==> src/rtl/bsec_rtc.sv <==
module bsec_rtc #(
  parameter int PRE_W  = 26,
  parameter int CNT_W  = 62,
  parameter int ALM_W  = 43,
  parameter int ADDR_W = 6
) (
  input  logic              clk,
  input  logic              rst_n,
  input  logic              ref_tick,
  input  logic              bus_wr,
  input  logic [ADDR_W-1:0] bus_addr,
  input  logic [31:0]       bus_wdata,
  output logic [31:0]       bus_rdata,
  output logic              wake_irq
);

  localparam int CHI_W = CNT_W - 32;
  localparam int AHI_W = ALM_W - 32;

  localparam logic [ADDR_W-1:0] A_CTRL  = ADDR_W'(8'h00);
  localparam logic [ADDR_W-1:0] A_MODE  = ADDR_W'(8'h04);
  localparam logic [ADDR_W-1:0] A_DIV   = ADDR_W'(8'h08);
  localparam logic [ADDR_W-1:0] A_ALO   = ADDR_W'(8'h0C);
  localparam logic [ADDR_W-1:0] A_AHI   = ADDR_W'(8'h10);
  localparam logic [ADDR_W-1:0] A_MLO   = ADDR_W'(8'h14);
  localparam logic [ADDR_W-1:0] A_MHI   = ADDR_W'(8'h18);
  localparam logic [ADDR_W-1:0] A_TLO   = ADDR_W'(8'h20);
  localparam logic [ADDR_W-1:0] A_THI   = ADDR_W'(8'h24);

  logic             run_q, arm_q, upl_q, irq_q;
  logic [3:0]       mode_q;
  logic [PRE_W-1:0] div_q, div_cnt_q;
  logic [ALM_W-1:0] alarm_q;
  logic [CNT_W-1:0] mask_q, shadow_q, cnt_q;

  wire ctrl_wr  = bus_wr && (bus_addr == A_CTRL);
  wire c_start  = ctrl_wr && bus_wdata[0];
  wire c_stop   = ctrl_wr && bus_wdata[1];
  wire c_arm    = ctrl_wr && bus_wdata[2];
  wire c_disarm = ctrl_wr && bus_wdata[3];
  wire c_srst   = ctrl_wr && bus_wdata[4];
  wire c_upl    = ctrl_wr && bus_wdata[5];
  wire c_iclr   = ctrl_wr && bus_wdata[8];
  wire c_iset   = ctrl_wr && bus_wdata[9];
  wire t_wr     = bus_wr && ((bus_addr == A_TLO) || (bus_addr == A_THI));

  wire wake_en   = mode_q[1];
  wire wake_rst  = mode_q[2];
  wire wake_cont = mode_q[3];

  wire match_hit = (((cnt_q[ALM_W-1:0] ^ alarm_q) & mask_q[ALM_W-1:0]) == '0);
  wire wake_evt  = arm_q && wake_en && match_hit && !irq_q;
  wire div_wrap  = (div_cnt_q == div_q);
  wire sec_tick  = run_q && ref_tick && div_wrap;

  assign wake_irq = irq_q;

  always_ff @(posedge clk or negedge rst_n) begin
    if (!rst_n) begin
      mode_q   <= '0;
      div_q    <= '0;
      alarm_q  <= '0;
      mask_q   <= '1;
      shadow_q <= '0;
    end else if (bus_wr) begin
      case (bus_addr)
        A_MODE: mode_q <= bus_wdata[3:0];
        A_DIV:  div_q  <= bus_wdata[PRE_W-1:0];
        A_ALO:  alarm_q[31:0] <= bus_wdata;
        A_AHI:  alarm_q[ALM_W-1:32] <= bus_wdata[AHI_W-1:0];
        A_MLO:  mask_q[31:0] <= bus_wdata;
        A_MHI:  mask_q[CNT_W-1:32] <= bus_wdata[CHI_W-1:0];
        A_TLO:  shadow_q[31:0] <= bus_wdata;
        A_THI:  shadow_q[CNT_W-1:32] <= bus_wdata[CHI_W-1:0];
        default: ;
      endcase
    end
  end

  always_ff @(posedge clk or negedge rst_n) begin
    if (!rst_n) begin
      cnt_q     <= '0;
      div_cnt_q <= '0;
    end else if (c_srst || c_upl) begin
      cnt_q     <= c_srst ? '0 : shadow_q;
      div_cnt_q <= '0;
    end else if (wake_evt && wake_rst && run_q) begin
      cnt_q     <= '0;
      div_cnt_q <= '0;
    end else if (run_q && ref_tick) begin
      div_cnt_q <= div_wrap ? '0 : div_cnt_q + 1'b1;
      if (sec_tick) cnt_q <= cnt_q + 1'b1;
    end
  end

  always_ff @(posedge clk or negedge rst_n) begin
    if (!rst_n) begin
      run_q <= 1'b0;
      arm_q <= 1'b0;
      upl_q <= 1'b0;
      irq_q <= 1'b0;
    end else begin
      if (c_srst || c_stop || (wake_evt && !wake_cont)) run_q <= 1'b0;
      else if (c_start) run_q <= 1'b1;

      if (c_disarm) arm_q <= 1'b0;
      else if (c_arm) arm_q <= 1'b1;

      if (c_upl) upl_q <= 1'b1;
      else if (t_wr) upl_q <= 1'b0;

      if (c_srst || c_disarm || c_iclr) irq_q <= 1'b0;
      else if (c_iset || wake_evt) irq_q <= 1'b1;
    end
  end

  always_comb begin
    bus_rdata = '0;
    case (bus_addr)
      A_CTRL: begin
        bus_rdata[0] = run_q;
        bus_rdata[2] = arm_q;
        bus_rdata[5] = upl_q;
        bus_rdata[7] = irq_q;
      end
      A_MODE: bus_rdata[3:0] = mode_q;
      A_DIV:  bus_rdata[PRE_W-1:0] = div_q;
      A_ALO:  bus_rdata = alarm_q[31:0];
      A_AHI:  bus_rdata[AHI_W-1:0] = alarm_q[ALM_W-1:32];
      A_MLO:  bus_rdata = mask_q[31:0];
      A_MHI:  bus_rdata[CHI_W-1:0] = mask_q[CNT_W-1:32];
      A_TLO:  bus_rdata = cnt_q[31:0];
      A_THI:  bus_rdata[CHI_W-1:0] = cnt_q[CNT_W-1:32];
      default: ;
    endcase
  end

endmodule

==> config.mk <==
export PLATFORM = sky130hd
export DESIGN_NAME = bsec_rtc
export DESIGN_NICKNAME = d
export VERILOG_FILES = /design/src/rtl/bsec_rtc.sv
export SDC_FILE = /design/constraint.sdc
export NUM_CORES = 1
export LEC_CHECK = 0
export BUFFER_PORTS_ARGS = -buffer_cell sky130_fd_sc_hd__buf_2
export CAP_MARGIN = 20
export CELL_PAD_IN_SITES_DETAIL_PLACEMENT = 0
export CELL_PAD_IN_SITES_GLOBAL_PLACEMENT = 2
export CORE_AREA = 2 2 197 199
export DETAILED_ROUTE_END_ITERATION = 8
export DIE_AREA = 0 0 199 201
export GPL_TIMING_DRIVEN = 0
export PLACE_DENSITY_LB_ADDON = 0.1
export SYNTH_ARGS = -nofsm -noshare
export SYNTH_HDL_FRONTEND = slang
export SYNTH_SLANG_ARGS = --single-unit
==> constraint.sdc <==
create_clock -name clk -period 3.2 [get_ports clk]
set_input_delay 0.32 -clock clk [delete_from_list [all_inputs] [get_ports clk]]
set_output_delay 0.32 -clock clk [all_outputs]
set_load 0.005 [all_outputs]
==> results.toml <==
[pwr]
switching_power_mw = 2.61
pwr-share-clk_pct = 44.3
p_leak_nw = 7.90
swShare_pct = 26.3
p_int_mw = 7.31
seq_power_share_pct = 45.5
worst_ir_drop_vdd_uv = 390
p_comb_share_pct = 10.2
p_per_area_nw_per_um2 = 547

[global_routing]
met2_usage_pct = 49.7
gr-max-usage-layer = "met2"
grtUsageMet3_pct = 4.87
antenna_found_initial = 0
overflow = 0
track_usage_pct = 32.5
first_global_vias = 13100
grt_max_degree = 99
grtUsageMet1_pct = 46.5
grt_first_pass_wirelength_um = 93200

[flow_run]
drv_cap = 0

[synth]
seq_area_frac_synth_pct = 46.7
synth.net_count = 1502
avgSynthCellArea_um2 = 10.7
synthTopCellsByArea = "dfrtp_1 36%, mux2_2 14%, dfstp_2 10%"
synthCells = 1458
yosysUniqueCellTypes = 66
synth_area_leader_cell = "dfrtp_1"
ys_warn_count = 0
yosysMostFrequentCell = "dfrtp_1"
synth_top_area_share_pct = 36.3
netlist_area_um2 = 15700
synth_edf_count = 0
synth-main-ff-cell = "dfrtp_1"
postSynth.asyncResetShare_pct = 100
synthTopCellsByCount = "227 x dfrtp_1, 198 x mux2_2, 168 x nand2_1"
ys_ff_latch = 289

[setup_path]
crit_required_ps = 3630
crit_start = "cnt_q[10]"
arrival_ps = 3580
path_class = "reg2reg"
start_kind = "register"
path_max_fanout = 9
crit_path_end_kind = "register"
timing.rr.start = "cnt_q[10]"

[clock_network]
htreeDepth = 2
cts-root-buf = "clkbuf_16"
cts_tree = "yes"
path_clk_slew_ps = 60
cts_inserted_buffers = 37
insertion_delay_ps = 550
cts_sinks = 289
clk_path_buf_depth = 3

[sta]
fmax_mhz = 317
tns_ps = 0
skew_ps = 10.5
finalSetupViolCount = 0
period_needed_ps = 3160
maxSlewHeadroom_pct = 23.6
hold_ws_ps = 33.3
hold_violations = 0
worst-slew-pin-transition_ps = 1130
rsz0062_at_grt = "no"
maxSlewViolCount = 0
min_period_over_period_pct = 98.7

[hold_path]
hp-class = "in2reg"
hp-start = "bus_wdata[30]"

[detailed_routing]
wl_per_cell_um = 30.3
antenna_left = 0
drc = 0
drt_wl_total_um = 64200
first_pass_iters = 6
vias = 13300
drt-initial-drc-count = 1542
viasPerCell = 6.28

[final_layout]
antenna_cells = 0
regArea_um2 = 7310
syn_to_final_growth_pct = 15.9
finalInstanceArea_um2 = 18100
multi_input_area_um2 = 7880
fillerInstances = 3604
layout.nets = 1618
drive_gt1_share_pct = 31.3

[floorplanning]
dieHeight_um = 201
initial_core_util_pct = 41.1
fp.coreArea_um2 = 38100
die_area_um2 = 40000
die_w_um = 199
core.rowCount = 72
ioPinCount = 75

[outcome]
status = "finished clean"

[placed_design]
placed_area_um2 = 16800
gp_congestion = 0.915
io_buffers = 69
dp_hpwl_um = 46200
layer usage:
layer  up-vias  part of all wire, %
met5         -                    0
li1       5723                    -
met3        98                  6.9
met4         0                  3.9
met2       545                   45
met1      6926                   44
final timing paths:
path | end | slack (ps) | cells past startpoint
worst max-delay path | cnt_q[41] | 40 | 8
worst min-delay path | alarm_q[30] | 30 | 2
worst max register to register | cnt_q[41] | 40 | 8
worst min register to register | shadow_q[0] | 510 | 1
max in group asynchronous | mask_q[29] | 1760 | 4
min in group asynchronous | div_cnt_q[20] | 260 | 2
cells by family after synthesis:
| family | after synthesis | share of synthesized area, % |
|---|---|---|
| AOI/OAI and AO/OA | 369 | 18.4 |
| adders and majority gates | 2 | 0.160 |
| muxes | 210 | 15.0 |
| buffers and inverters | 124 | 3.47 |
| xor gates and xnor gates | 69 | 3.86 |
| DFF | 289 | 46.7 |
| and+or+nand+nor | 395 | 12.5 |
final cells by class:
class | instances | area share (%)
plain buffers | 107 | 2.76
clock buffers | 56 | 5.99
clock inverters | 8 | 0.911
inverters | 17 | 0.352
multi-input cells | 1045 | 43.4
flip-flops and latches | 289 | 40.3
well taps | 518 | 3.57
repair buffers | 77 | 2.66
flip-flops by register name, summed over array words and instances (netlist names):
| name | count |
|---|---|
| div_cnt_q | 26 |
| alarm_q | 43 |
| mode_q | 4 |
| wake_irq | 1 |
| run_q | 1 |
| div_q | 26 |
| upl_q | 1 |
| cnt_q | 62 |
| mask_q | 62 |
| arm_q | 1 |
| shadow_q | 62 |
stage by stage:
step / worst slack [ps] / std cells / power (mW) / utilization, %
floorplan: 908 / 1458 / 4.99 / -
global placement: -4020 / 2045 / 5.50 / 43.7
finish: 42.4 / 2117 / 9.92 / 47.6
detailed placement: -711 / 2049 / 5.54 / 44.0
global route: 0.733 / 2117 / 10.2 / 47.6
CTS: -22.6 / 2117 / 9.94 / 47.5
what timing repair did:
| action | 4_1_cts | 5_1_grt |
|---|---|---|
| hold endpoints to repair | 38 | 0 |
| pin swaps | 3 | 0 |
| buffers inserted | 3 | 0 |
| hold buffers | 1 | 0 |
| setup endpoints to repair | 92 | 31 |
| gates resized for setup | 17 | 19 |
placed cells by master, fill, tap and decap left out, types with 10 or more instances in the layout:
cell       Yosys  final
inv_1         17     17
nand2_1      168    167
a21oi_1       61     61
clkbuf_16      0     37
xnor2_1       26     26
a2bb2oi_1     33     33
nand4_1       30     30
nor2_1        43     42
buf_1         13     13
nand3_1       44     42
a22oi_2       26     27
dfrtp_1      227    225
o21ai_0       69     69
mux2i_1       12     12
o2bb2a_1      10     10
xor2_1        43     43
dfstp_2       62     62
nor3_1        21     18
clkbuf_2       5     15
or3_1         10     10
buf_2         21     87
a2bb2oi_2     10     10
mux2_2       198    198
and3_1        19     19
clkbuf_1      62     61
a22oi_1       59     58
a222oi_1      47     47
worst max-delay path: stages (launching register included):
cell	delay, ps
dfrtp_1	330
clkbuf_2	250
nand3_1	350
nor4_1	400
nand4_2	490
nor2_2	500
nand3_1	300
o21ai_0	310
a2bb2oi_1	90
power by group through the flow:
stage          combinational [mW]  clock (mW)  sequential [mW]
2_1_floorplan               0.619           0             4.38
3_3_place_gp                0.951           0             4.55
3_5_place_dp                0.981           0             4.56
4_1_cts                     0.994        4.45             4.50
5_1_grt                      1.10        4.60             4.55
6_report                     1.01        4.40             4.51
Power figures use the tool's default switching activity.
